==> src/rtl/spec_filter_pkg.sv <==
package spec_filter_pkg;

  // Set has at least one invalid way
  function automatic logic set_has_hole(input logic [31:0] vbits, input int ways);
    logic hole;
    hole = 1'b0;
    for (int w = 0; w < ways; w++) begin
      if (!vbits[w]) hole = 1'b1;
    end
    return hole;
  endfunction

  // Victim goes to L2 unless it is an untouched wrong-path block facing a full set
  function automatic logic victim_to_l2(input logic spec, input logic used, input logic hole);
    return !(spec && !used) || hole;
  endfunction

  typedef struct packed {
    logic drop;
    logic fill_inv;
  } verdict_t;

  function automatic verdict_t head_verdict(input logic wrong_path, input logic hole);
    verdict_t v;
    v.drop     = wrong_path && !hole;
    v.fill_inv = wrong_path && hole;
    return v;
  endfunction

endpackage

==> src/rtl/sff_victim_admit.sv <==
module sff_victim_admit
  import spec_filter_pkg::*;
#(
  parameter int AW   = 32,
  parameter int DW   = 64,
  parameter int WAYS = 4
) (
  input  logic            clk,
  input  logic            rst_n,
  input  logic            vic_valid,
  input  logic [AW-1:0]   vic_addr,
  input  logic [DW-1:0]   vic_data,
  input  logic            vic_spec,
  input  logic            vic_used,
  input  logic [WAYS-1:0] vic_set_valid,
  output logic            l2_inst_valid,
  output logic [AW-1:0]   l2_inst_addr,
  output logic [DW-1:0]   l2_inst_data,
  output logic            mem_wr_valid,
  output logic [AW-1:0]   mem_wr_addr,
  output logic [DW-1:0]   mem_wr_data
);

  logic [31:0] vbits_wide;
  logic        vic_hole;
  logic        admit_l2;

  assign vbits_wide = 32'(vic_set_valid);
  assign vic_hole   = set_has_hole(vbits_wide, WAYS);
  assign admit_l2   = victim_to_l2(vic_spec, vic_used, vic_hole);

  always_ff @(posedge clk) begin
    if (!rst_n) begin
      l2_inst_valid <= 1'b0;
      mem_wr_valid  <= 1'b0;
      l2_inst_addr  <= '0;
      l2_inst_data  <= '0;
      mem_wr_addr   <= '0;
      mem_wr_data   <= '0;
    end else begin
      l2_inst_valid <= vic_valid && admit_l2;
      mem_wr_valid  <= vic_valid && !admit_l2;
      if (vic_valid && admit_l2) begin
        l2_inst_addr <= vic_addr;
        l2_inst_data <= vic_data;
      end
      if (vic_valid && !admit_l2) begin
        mem_wr_addr <= vic_addr;
        mem_wr_data <= vic_data;
      end
    end
  end

  AST_ONE_SINK: assert property (@(posedge clk) disable iff (!rst_n)
    vic_valid |=> $onehot({l2_inst_valid, mem_wr_valid}));
  AST_IDLE_QUIET: assert property (@(posedge clk) disable iff (!rst_n)
    !vic_valid |=> !(l2_inst_valid || mem_wr_valid));
  AST_CP_TO_L2: assert property (@(posedge clk) disable iff (!rst_n)
    (vic_valid && (!vic_spec || vic_used)) |=> l2_inst_valid);
  AST_WP_FULL_MEM: assert property (@(posedge clk) disable iff (!rst_n)
    (vic_valid && vic_spec && !vic_used && (&vic_set_valid)) |=> mem_wr_valid);

endmodule

==> src/rtl/sff_req_queue.sv <==
module sff_req_queue #(
  parameter int TW    = 6,
  parameter int DEPTH = 8
) (
  input  logic          clk,
  input  logic          rst_n,
  input  logic          push,
  input  logic [TW-1:0] push_tag,
  input  logic          pop,
  input  logic          kill_valid,
  input  logic [TW-1:0] kill_tag,
  output logic          head_valid,
  output logic [TW-1:0] head_tag,
  output logic          head_wp,
  output logic          full
);

  localparam int PW = (DEPTH > 1) ? $clog2(DEPTH) : 1;
  localparam int CW = $clog2(DEPTH + 1);

  logic [TW-1:0] ent_tag [DEPTH];
  logic          ent_wp  [DEPTH];
  logic          ent_vld [DEPTH];
  logic [PW-1:0] rd_ptr, wr_ptr;
  logic [CW-1:0] count;
  logic          do_push, do_pop;

  function automatic logic [PW-1:0] ptr_next(input logic [PW-1:0] p);
    return (p == PW'(DEPTH - 1)) ? '0 : p + 1'b1;
  endfunction

  assign full       = (count == CW'(DEPTH));
  assign head_valid = (count != '0);
  assign do_push    = push && !full;
  assign do_pop     = pop && head_valid;
  assign head_tag   = ent_tag[rd_ptr];
  assign head_wp    = ent_wp[rd_ptr];

  for (genvar i = 0; i < DEPTH; i++) begin : g_ent
    logic hit_kill;
    assign hit_kill = kill_valid && ent_vld[i] && (ent_tag[i] == kill_tag);
    always_ff @(posedge clk) begin
      if (!rst_n) begin
        ent_vld[i] <= 1'b0;
        ent_wp[i]  <= 1'b0;
        ent_tag[i] <= '0;
      end else if (do_push && (wr_ptr == PW'(i))) begin
        ent_vld[i] <= 1'b1;
        ent_wp[i]  <= 1'b0;
        ent_tag[i] <= push_tag;
      end else if (do_pop && (rd_ptr == PW'(i))) begin
        ent_vld[i] <= 1'b0;
        ent_wp[i]  <= 1'b0;
      end else if (hit_kill) begin
        ent_wp[i] <= 1'b1;
      end
    end
  end

  always_ff @(posedge clk) begin
    if (!rst_n) begin
      rd_ptr <= '0;
      wr_ptr <= '0;
      count  <= '0;
    end else begin
      if (do_push) wr_ptr <= ptr_next(wr_ptr);
      if (do_pop)  rd_ptr <= ptr_next(rd_ptr);
      count <= count + CW'(do_push) - CW'(do_pop);
    end
  end

  AST_NO_OVERFLOW: assert property (@(posedge clk) disable iff (!rst_n)
    count <= CW'(DEPTH));
  AST_HEAD_OCCUPIED: assert property (@(posedge clk) disable iff (!rst_n)
    head_valid |-> ent_vld[rd_ptr]);
  AST_PUSH_LANDS: assert property (@(posedge clk) disable iff (!rst_n)
    (do_push && !do_pop) |=> head_valid);

endmodule

==> src/rtl/sff_head_screen.sv <==
module sff_head_screen
  import spec_filter_pkg::*;
#(
  parameter int TW   = 6,
  parameter int WAYS = 4
) (
  input  logic            clk,
  input  logic            rst_n,
  input  logic            pop,
  input  logic [TW-1:0]   head_tag,
  input  logic            head_wp,
  input  logic            kill_valid,
  input  logic [TW-1:0]   kill_tag,
  input  logic [WAYS-1:0] head_set_valid,
  output logic            done_valid,
  output logic [TW-1:0]   done_tag,
  output logic            done_drop,
  output logic            done_fill_inv
);

  logic     late_kill;
  logic     wrong_path;
  logic     head_hole;
  verdict_t vd;

  assign late_kill  = kill_valid && (kill_tag == head_tag);
  assign wrong_path = head_wp || late_kill;
  assign head_hole  = set_has_hole(32'(head_set_valid), WAYS);
  assign vd         = head_verdict(wrong_path, head_hole);

  always_ff @(posedge clk) begin
    if (!rst_n) begin
      done_valid    <= 1'b0;
      done_tag      <= '0;
      done_drop     <= 1'b0;
      done_fill_inv <= 1'b0;
    end else begin
      done_valid    <= pop;
      done_tag      <= pop ? head_tag : done_tag;
      done_drop     <= pop && vd.drop;
      done_fill_inv <= pop && vd.fill_inv;
    end
  end

  AST_VERDICT_EXCL: assert property (@(posedge clk) disable iff (!rst_n)
    !(done_drop && done_fill_inv));
  AST_POP_COMPLETES: assert property (@(posedge clk) disable iff (!rst_n)
    pop |=> done_valid);
  AST_LATE_KILL: assert property (@(posedge clk) disable iff (!rst_n)
    (pop && late_kill && (&head_set_valid)) |=> done_drop);
  AST_CLEAN_SERVED: assert property (@(posedge clk) disable iff (!rst_n)
    (pop && !wrong_path) |=> !(done_drop || done_fill_inv));

endmodule

==> src/rtl/spec_fill_filter.sv <==
module spec_fill_filter
  import spec_filter_pkg::*;
#(
  parameter int AW    = 32,
  parameter int DW    = 64,
  parameter int WAYS  = 4,
  parameter int TW    = 6,
  parameter int DEPTH = 8
) (
  input  logic            clk,
  input  logic            rst_n,
  input  logic            vic_valid,
  input  logic [AW-1:0]   vic_addr,
  input  logic [DW-1:0]   vic_data,
  input  logic            vic_spec,
  input  logic            vic_used,
  input  logic [WAYS-1:0] vic_set_valid,
  output logic            l2_inst_valid,
  output logic [AW-1:0]   l2_inst_addr,
  output logic [DW-1:0]   l2_inst_data,
  output logic            mem_wr_valid,
  output logic [AW-1:0]   mem_wr_addr,
  output logic [DW-1:0]   mem_wr_data,
  input  logic            req_push,
  input  logic [TW-1:0]   req_tag,
  output logic            req_full,
  input  logic            kill_valid,
  input  logic [TW-1:0]   kill_tag,
  output logic            head_valid,
  output logic [TW-1:0]   head_tag,
  input  logic [WAYS-1:0] head_set_valid,
  input  logic            svc_ready,
  output logic            done_valid,
  output logic [TW-1:0]   done_tag,
  output logic            done_drop,
  output logic            done_fill_inv
);

  logic q_pop;
  logic q_head_wp;

  assign q_pop = svc_ready && head_valid;

  sff_victim_admit #(.AW(AW), .DW(DW), .WAYS(WAYS)) u_admit (
    .clk(clk), .rst_n(rst_n),
    .vic_valid(vic_valid), .vic_addr(vic_addr), .vic_data(vic_data),
    .vic_spec(vic_spec), .vic_used(vic_used), .vic_set_valid(vic_set_valid),
    .l2_inst_valid(l2_inst_valid), .l2_inst_addr(l2_inst_addr), .l2_inst_data(l2_inst_data),
    .mem_wr_valid(mem_wr_valid), .mem_wr_addr(mem_wr_addr), .mem_wr_data(mem_wr_data)
  );

  sff_req_queue #(.TW(TW), .DEPTH(DEPTH)) u_queue (
    .clk(clk), .rst_n(rst_n),
    .push(req_push), .push_tag(req_tag), .pop(q_pop),
    .kill_valid(kill_valid), .kill_tag(kill_tag),
    .head_valid(head_valid), .head_tag(head_tag), .head_wp(q_head_wp),
    .full(req_full)
  );

  sff_head_screen #(.TW(TW), .WAYS(WAYS)) u_screen (
    .clk(clk), .rst_n(rst_n),
    .pop(q_pop), .head_tag(head_tag), .head_wp(q_head_wp),
    .kill_valid(kill_valid), .kill_tag(kill_tag), .head_set_valid(head_set_valid),
    .done_valid(done_valid), .done_tag(done_tag),
    .done_drop(done_drop), .done_fill_inv(done_fill_inv)
  );

  AST_DONE_NEEDS_POP: assert property (@(posedge clk) disable iff (!rst_n)
    done_valid |-> $past(q_pop));

endmodule

==> config.mk <==
export PLATFORM = sky130hd
export DESIGN_NAME = spec_fill_filter
export DESIGN_NICKNAME = d
export VERILOG_FILES = /design/src/rtl/spec_filter_pkg.sv /design/src/rtl/sff_victim_admit.sv /design/src/rtl/sff_req_queue.sv /design/src/rtl/sff_head_screen.sv /design/src/rtl/spec_fill_filter.sv
export SDC_FILE = /design/constraint.sdc
export NUM_CORES = 1
export LEC_CHECK = 0
export ABC_AREA = 1
export BUFFER_PORTS_ARGS = -buffer_cell sky130_fd_sc_hd__buf_4
export CORE_UTILIZATION = 35
export DETAILED_ROUTE_END_ITERATION = 8
export PLACE_DENSITY = 0.62
export SLEW_MARGIN = 5
export SYNTH_ARGS = -nofsm -noshare
export SYNTH_HDL_FRONTEND = slang
export SYNTH_SLANG_ARGS = --single-unit
==> constraint.sdc <==
create_clock -name clk -period 2.4 [get_ports clk]
set_input_delay 0 -clock clk [delete_from_list [all_inputs] [get_ports clk]]
set_output_delay 0 -clock clk [all_outputs]
set_load 0.02 [all_outputs]
### Word-level counts from Yosys, hierarchy flattened

Memories as Yosys holds them, arrays and structs flattened. A register that Yosys moved wholly into a read port is not among the register bits.
Cells that the tools add are included.

| storage, ports and cells | value |
|---|---|
| latch bits | 0 |
| bits in writable memories | 64 |
| output and inout bits | 211 |
| memories kept | 3 |
| bits in registers | 213 |
| input port bits | 124 |
| bits in read-only memories | 0 |
| logic and storage cells | 304 |

Memories:

| memory | words | bits a word | read ports | clocked after Yosys merged registers in | write ports | RTL line | source |
|---|---|---|---|---|---|---|---|
| u_queue.ent_tag | 8 | 6 | 9 | 1 | 8 | sff_req_queue.sv:21 | `logic [TW-1:0] ent_tag [DEPTH];` |
| u_queue.ent_vld | 8 | 1 | 8 | 0 | 8 | sff_req_queue.sv:23 | `logic ent_vld [DEPTH];` |
| u_queue.ent_wp | 8 | 1 | 1 | 1 | 8 | sff_req_queue.sv:22 | `logic ent_wp [DEPTH];` |

| cells by class | value |
|---|---|
| multiplexer cells | 159 |
| $mul | 0 |
| add/subtract/negate cells | 4 |
| divide/modulo/power cells | 0 |
| reductions and logical operators | 53 |
| bitwise operators | 48 |
| order comparisons | 0 |
| equality and inequality tests | 24 |
| shifts and indexed selects | 0 |

Operators with widths:

| cell | count |
|---|---|
| $mux 1 | 145 |
| $eq 6x6->1 | 9 |
| $mux 6 | 8 |
| $or 1x1->1 | 48 |
| $logic_and 1x1->1 | 43 |
| $eq 3x3->1 const B | 8 |
| $mux 3 | 6 |
| $eq 3x2->1 const B | 4 |
| $add 3x1->3 const B | 2 |
| $eq 3x1->1 const B | 2 |
| $logic_not 3->1 | 2 |
| $logic_not 1->1 | 5 |
| $add 4x1->4 | 1 |
| $eq 4x4->1 const B | 1 |
| $reduce_bool 4->1 | 1 |
| $sub 4x1->4 | 1 |
| $logic_or 1x1->1 | 2 |

### Logic depth before layout (Yosys ltp)

Gate-level depths: netlist of the first run.

| depth | value |
|---|---|
| depth after elaboration | 10 |
| mapped depth | 14 |
| mapped depth without buffers | 13 |

### Modules after synthesis

A second synthesis of the first run with hierarchy kept.

| second synthesis, totals | value |
|---|---|
| cell total of the unflattened synthesis | 1851 |
| area total of the unflattened synthesis | 13162.6 sq um |

Modules (own cells, without submodules):

| module | sequential area each (sq um) | area each (sq um) | times used | cells an instance |
|---|---|---|---|---|
| sff_victim_admit | 3883.7 | 8180.3 | 1 | 1250 |
| sff_req_queue | 2162.1 | 4570.6 | 1 | 538 |
| sff_head_screen | 180.2 | 404.1 | 1 | 61 |
| spec_fill_filter | 0.0 | 7.5 | 1 | 2 |

### Least setup slack after synthesis of the first run

No wires, ideal clock.

| timing | value |
|---|---|
| kind | reg-to-reg |
| start point | reg u_queue.count[2] |
| end point | reg u_queue.count[2] |
| data arrival time | 2.202 ns |
| path slack | 0.070 ns |
| setup time | 0.128 ns |
| period minus slack after synthesis | 2.330 ns |
| buffers on the path | 1 |
| required time | 2.272 ns |
| stages on the path, launching flop included | 14 |
| path through | dfxtp_1 -> inv_1 -> ha_1 -> nand3_1 -> nand2_1 -> inv_1 -> buf_2 -> ha_1 -> inv_1 -> ha_1 -> inv_1 -> fa_1 -> xor2_1 -> nor2_1 |

| between the ends | value |
|---|---|
| elaborated cells on any way between the ends | 8 |
| those cells by class | add/sub: 2; eq/ne: 1; reduce/logical: 5 |

RTL lines:

| element | RTL line | source |
|---|---|---|
| start: declaration | sff_req_queue.sv:25 | `logic [CW-1:0] count;` |
| start signal: assignment | sff_req_queue.sv:68 | `count <= count + CW'(do_push) - CW'(do_pop);` |
| $reduce_bool 4->1 | sff_req_queue.sv:33 | `assign head_valid = (count != '0);` |
| via head_valid | spec_fill_filter.sv:29 | `output logic head_valid,` |
| $logic_and 1x1->1 | spec_fill_filter.sv:42 | `assign q_pop = svc_ready && head_valid;` |
| via q_pop | spec_fill_filter.sv:39 | `logic q_pop;` |
| $logic_and 1x1->1 | sff_req_queue.sv:35 | `assign do_pop = pop && head_valid;` |
| $sub 4x1->4 | sff_req_queue.sv:68 |  |

The timed path passes the listed nets, and every way through them passes these cells.
A chain may end at the register's enable or synchronous reset.

==> results of run 1 <==
cells by family (layout without fill, tap and decap cells):
kind of cell / after synthesis / after routing / share of synthesized area [%]
compound gates: 365 / 365 / 16.5
xor+xnor: 19 / 19 / 1.44
fa+ha+maj: 19 / 19 / 2.12
buf+inv: 290 / 719 / 10.2
flops: 280 / 280 / 53.9
other cells: 0 / 1 / 0
simple gates: 460 / 460 / 15.8
metal layers:
layer | vias to the layer above | wire [um] | global-route usage, %
met3 | 74 | 3290 | 7.53
met5 | - | 0 | 0
li1 | 5411 | - | -
met2 | 385 | 18700 | 38.1
met4 | 0 | 1180 | 7.40
met1 | 5090 | 14700 | 24.4
through the flow:
stage,hold WS [ns],cell area (um^2)
2_1_floorplan,0.149,11600
3_3_place_gp,0.246,14300
3_5_place_dp,0.252,14300
4_1_cts,0.00679,16500
5_1_grt,0.0508,16500
6_report,0.0297,16500
area by class of cell:
type                       instances  share of cell area (%)
sequential                       280                    37.6
multi-input combinational        863                    25.2
timing repair buffer             458                    22.7
clock buffer                      42                    5.39
inverter                         205                    4.69
tap                              442                    3.34
clock inverter                    14                    1.05
antenna                            1                  0.0151
power by group through the flow:
stage               logic [mW]  registers, mW  clock network (mW)
floorplan                 1.56           5.65                   0
global placement          2.71           5.51                   0
detailed placement        2.74           5.52                   0
CTS                       2.90           5.42                5.03
global route              3.21           5.47                5.19
finish                    2.90           5.43                4.93
registers in the layout (all words and copies together), names as in the netlist, 6 cells and up, named ones only:
register,cells
u_screen.done_tag,6
u_admit.l2_inst_addr,32
u_queue.ent_tag,48
u_queue.ent_vld,8
u_queue.ent_wp,8
u_admit.mem_wr_addr,32
u_admit.mem_wr_data,64
u_admit.l2_inst_data,64
worst register-to-register path, cell delays in order (launching register included):
cell and delay, ns:
dfxtp_1 0.31, inv_1 0.06, ha_1 0.20, nand3_1 0.11, nand2_1 0.24, inv_1 0.22
ha_1 0.17, inv_1 0.06, fa_1 0.40, xor2_1 0.15, nor2_1 0.06
how the worst max path moves through the flow:
stage,start,end
2_1_floorplan,u_queue.count[2]$_SDFF_PN0_,u_queue.count[2]$_SDFF_PN0_
3_3_place_gp,u_queue.count[2]$_SDFF_PN0_,u_queue.count[2]$_SDFF_PN0_
3_5_place_dp,u_queue.count[2]$_SDFF_PN0_,u_queue.count[2]$_SDFF_PN0_
4_1_cts,flop,head_tag[4]
5_1_grt,flop,head_tag[4]
6_report,flop,head_tag[4]
synth_stat cells:
library cell and n:
a2111oi_0 2, a211oi_1 3, a21oi_1 117, a221oi_1 6, buf_1 1, buf_2 12
buf_4 5, buf_6 7, clkbuf_1 60, clkinv_1 1, dfxtp_1 218, edfxtp_1 62
fa_1 1, ha_1 18, inv_1 199, inv_2 4, inv_6 1, nand2_1 109
nand2_2 2, nand3_1 36, nand3_2 2, nand4_1 4, nor2_1 291, nor3_1 12
nor4_1 3, o2111ai_1 2, o211ai_1 4, o211ai_2 1, o21ai_0 212, o21ai_1 7
o21ai_2 1, o221ai_1 1, o22ai_1 8, o311ai_0 1, or4_1 1, xnor2_1 9
xor2_1 10
==> impl_metrics.ini, run 1 <==
[critical_path]
crit_arrival_ns = 2.18
critical_path_class = flop to primary output
path_max_fanout = 15
crit_slowest_cell = dfxtp_1
cp.depth = 8
worstPathRequired_ns = 2.40
r2r-start = u_queue.count[2]$_SDFF_PN0_
worst-path-buf-inv = 3
r2r_cells = 10
cp_cell_sequence = buf_4 -> nand2_1 -> o21ai_1 -> nand2_1 -> nand3_1 -> nand2_1 -> inv_1 -> buf_4
crit_path_max_incr_delay_ns = 0.66
reg2reg_setup_slack_ns = 0.30
path_common_cell = nand2_1
rr_endpoint = u_queue.count[2]$_SDFF_PN0_
end_kind = primary output
cp-start-kind = flop
path_delay_family = flip-flops

[outcome]
status = completed

[cts]
cts_max_level = 1
postCtsSetupBuffers = 0
cts.sinks = 280
clkTransAtPathRegs_ns = 0.06
cts_buffers = 31
max-clock-path-buffers = 3
cts_resized = 0
postCtsHoldBufs = 113
clk_latency_ns = 0.56
cts_tree = done
clockRootBuffer = clkbuf_16

[synth]
synth_top_area_share_pct = 37.8
seq_area_frac_synth_pct = 53.9
yosysWarnings = 0
ys_ff_latch = 280
syn_nets = 1576
synth_cell_types = 37
syn_inst = 1433
synth_area_mm2 = 0.0116
yosysTopAreaCell = dfxtp_1
ys_top_cells_by_area = dfxtp_1 38%, edfxtp_1 16%, nor2_1 9.5%
avgSynthCellArea_um2 = 8.06

[sta]
rsz0062_at_grt = false
fmax_ghz = 0.458
period_needed_ns = 2.18
maxSlewHeadroom_pct = 22.0
worst_pin_slew_ns = 1.17
slew_violations = 0
clock_skew_ns = 0.0107
layout_setup_ws_ns = 0.217
setup_viol = 0
setup_tns_ns = 0
hold_viol = 0
fin_crit_sh_pct = 91.0

[power_and_ir_drop]
irDropWorstVdd_v = 0.000584
combPwrFrac_pct = 21.9
netSwitchingPower_mw = 4.00
p_total_mw = 13.3
p_clk_share_pct = 37.2
power_leakage_nw = 7.29
swShare_pct = 30.2
p_seq_share_pct = 41.0
p_int_mw = 9.25
powerDensity_mw_per_mm2 = 801

[routing]
post_drt_wl_per_cell_um = 16.5
finalWirelength_um = 37900
ant_nets = 0
firstDrtPassIters = 5
via_count = 10960
first_iter_violations = 624
drc = 0
vias_per_cell = 4.75

[die]
start_util_pct = 35.5
die_h_um = 184
num_io_pins = 335
dieArea_mm2 = 0.0337
core-area_mm2 = 0.0325
rows = 66
die_w_um = 184

[min_path]
min_to = u_screen.done_fill_inv$_SDFF_PN0_
min_path_type = primary input to flop
hold_start = kill_tag[0]
min_path_cells = 7

[cells_and_area]
multi_input_area_mm2 = 0.00416
final_cells = 2305
final_common_cell = buf_4
layout_common_cells = 342 x buf_4, 291 x nor2_1, 218 x dfxtp_1
areaGrowthSynthToFinish_pct = 43.2
final_core_util_pct = 50.8
layout-drive-gt1-share_pct = 22.1
final_nets = 1982
regArea_mm2 = 0.00623
fillers = 3127

[placement]
gp_congestion = 0.940
placedCellCount = 2135
dp_hpwl_um = 26100
port_buffers = 334
dp_slack_ns = 0.281

[global_routing]
grt.total_usage_pct = 21.7
grt_pass1_wl_um = 58000
grt_start_max_net_pins = 188
overflow = 0
grt_pass1_vias = 10691
antenna_found_initial = 0

[run]
maxCapViolations = 0
Power figures use the tool's default switching activity.
==> inputs of run 2 (changes only) <==
--- a/config.mk
+++ b/config.mk
@@ -7,9 +7,10 @@
 export LEC_CHECK = 0
 export ABC_AREA = 1
 export BUFFER_PORTS_ARGS = -buffer_cell sky130_fd_sc_hd__buf_4
-export CORE_UTILIZATION = 35
+export CORE_ASPECT_RATIO = 0.5
+export CORE_UTILIZATION = 43
 export DETAILED_ROUTE_END_ITERATION = 8
-export PLACE_DENSITY = 0.62
+export PLACE_DENSITY = 0.75
 export SLEW_MARGIN = 5
 export SYNTH_ARGS = -nofsm -noshare
 export SYNTH_HDL_FRONTEND = slang
==> constraint.sdc (replaced) <==
create_clock -name clk -period 1.76 [get_ports clk]
set_input_delay 0 -clock clk [delete_from_list [all_inputs] [get_ports clk]]
set_output_delay 0 -clock clk [all_outputs]
set_load 0.02 [all_outputs]
==> run 2 against run 1 <==
Net effect:
- the run now ends with design-rule violations, negative setup slack left
- register-to-register slack got worse by 0.36 ns
- first-iteration DRC count increased by 61%
- worst setup slack got worse by 0.31 ns
- sequential share of layout area decreased by 2.0 points
- largest cell class unchanged
==> impl_metrics.ini, run 2 (same netlist as run 1, synthesis figures left out) <==
[outcome]
status = finished with violations
violations = design-rule violations, negative setup slack

[cells_and_area]
largestRegisters = u_admit.l2_inst_data (64), u_admit.mem_wr_data (64), u_queue.ent_tag (48)
final_cells = 2276
final_nets = 2056
areaGrowthSynthToFinish_pct = 51.3
fillers = 1930
final_common_cell = buf_4
layout-drive-gt1-share_pct = 29.2
layout_common_cells = 378 x buf_4, 275 x nor2_1, 214 x dfxtp_1

[sta]
clock_skew_ns = 0.0298
fmax_ghz = 0.539
rsz0062_at_grt = true
slew_violations = 0
maxSlewHeadroom_pct = 64.4
period_needed_ns = 1.86
fin_crit_sh_pct = 105
hold_viol = 0
layout_setup_ws_ns = -0.0952
setup_viol = 11
worst_pin_slew_ns = 0.529

[critical_path]
worst-path-buf-inv = 5
reg2reg_setup_slack_ns = -0.06
path_max_fanout = 6
path_common_cell = buf_6
r2r-start = u_queue.count[3]$_SDFF_PN0_
rr_endpoint = u_queue.count[1]$_SDFF_PN0_
critical_path_class = flop to primary output
worstPathRequired_ns = 1.76
cp-start-kind = flop
path_delay_family = buffers and inverters
r2r_cells = 11
crit_path_max_incr_delay_ns = 0.38
end_kind = primary output
endpoint = head_tag[1]
crit_arrival_ns = 1.86
cp_cell_sequence = buf_12 -> buf_16 -> nand2_2 -> nand3_2 -> nand3_4 -> nand2_4 -> buf_6 -> inv_2 -> buf_6
crit_slowest_cell = dfxtp_4
cp.depth = 9

[power_and_ir_drop]
powerDensity_mw_per_mm2 = 1080
p_total_mw = 18.9
p_clk_share_pct = 28.0
combPwrFrac_pct = 32.8
netSwitchingPower_mw = 6.22
p_int_mw = 12.6
swShare_pct = 33.0
power_leakage_nw = 7.69
irDropWorstVdd_v = 0.000737
p_seq_share_pct = 39.3

[min_path]
min_path_type = primary input to flop

[placement]
dp_hpwl_um = 24300
placedCellCount = 2069
gp_congestion = 0.975
port_buffers = 334

[cts]
clk_latency_ns = 0.54
max-clock-path-buffers = 3
cts_tree = done
clkTransAtPathRegs_ns = 0.07
cts_max_level = 1
cts.sinks = 280
clockRootBuffer = clkbuf_16
cts_buffers = 25

[die]
start_util_pct = 44.8
dieArea_mm2 = 0.0276
num_io_pins = 335
die_w_um = 234
core-area_mm2 = 0.0258
rows = 41
die_h_um = 118

[global_routing]
grt_pass1_wl_um = 60000
grt_pass1_vias = 11464
grt.total_usage_pct = 27.4
overflow = 0
antenna_found_initial = 1
grt_start_max_net_pins = 87

[routing]
vias_per_cell = 5.14
via_count = 11693
firstDrtPassIters = 9
ant_nets = 0
drc = 1
finalWirelength_um = 39300
post_drt_wl_per_cell_um = 17.3
first_iter_violations = 1007

[run]
maxCapViolations = 0
-- run 2: per-stage QoR --
| stage | TNS [ns] | util (%) | instance area (um^2) | setup slack, ns | hold slack, ns |
|---|---|---|---|---|---|
| after detailed placement | -0.412 | 56.4 | 14500 | -0.0450 | 0.265 |
| after floorplan | -0.475 | - | 11600 | -0.210 | 0.149 |
| after global routing | -2.35 | 67.8 | 17500 | -0.158 | 0.0647 |
| after global placement | -0.122 | 56.4 | 14500 | -0.0276 | 0.245 |
| after CTS | -0.272 | 66.5 | 17200 | -0.0503 | 0.0167 |
| final | -0.640 | 67.8 | 17500 | -0.0952 | 0.0619 |
-- run 2: final cells by class --
cell class	instances	area [um^2]	area share, %
clock inverters	9	55.1	0.315
well taps	344	430	2.46
inverters	205	795	4.54
repair inverters	1	16.3	0.0930
repair buffers	537	4580	26.2
flip-flops and latches	280	6230	35.7
diodes	1	2.50	0.0143
clock buffers	36	707	4.04
multi-input cells	863	4670	26.7
-- run 2: what timing repair did --
action	4_1_cts	5_1_grt
cloned	5	0
hold buffers	132	0
buffers inserted	18	10
gates resized for setup	81	77
endpoints found under the setup margin	20	107
pin swaps	44	37
hold endpoints to repair	252	0
-- run 2: power by group through the flow --
stage          logic (mW)  registers, mW  clock network [mW]
4_1_cts              5.47           7.37                5.32
6_report             6.18           7.41                5.27
5_1_grt              6.58           7.45                5.61
2_1_floorplan        2.27           7.70                   0
3_5_place_dp         4.23           7.49                   0
3_3_place_gp         4.20           7.48                   0
-- run 2: how the worst min path moves through the flow --
stage | startpoint | end | slack [ns] | cells after the start
3_3_place_gp | vic_data[54] | u_admit.l2_inst_data[54]$_SDFFE_PN0P_ | 0.24 | 3
5_1_grt | kill_tag[1] | u_queue.ent_wp[2]$_DFFE_PP_ | 0.06 | 4
6_report | vic_valid | u_admit.l2_inst_valid$_SDFF_PN0_ | 0.06 | 4
4_1_cts | kill_tag[1] | u_screen.done_fill_inv$_SDFF_PN0_ | 0.02 | 6
3_5_place_dp | vic_data[6] | u_admit.l2_inst_data[6]$_SDFFE_PN0P_ | 0.26 | 3
2_1_floorplan | vic_data[25] | u_admit.l2_inst_data[25]$_SDFFE_PN0P_ | 0.15 | 2
-- run 2: per-layer routing --
metal | part of all wire (%) | up-vias | global-route usage, %
li1 | - | 5559 | -
met1 | 38 | 5437 | 31.5
met2 | 50 | 540 | 48.2
met3 | 6.8 | 157 | 5.11
met4 | 5.4 | 0 | 14.3
met5 | 0 | - | 0
-- run 2: worst reg2reg max path, cell delays in order, from the launching register on --
cell and delay [ns]:
dfxtp_2 0.35, inv_2 0.05, ha_4 0.16, nand3_4 0.06, nand2_2 0.07, inv_2 0.07, ha_4 0.19, inv_2 0.05
ha_4 0.13, inv_4 0.03, fa_2 0.50, nor2_1 0.04
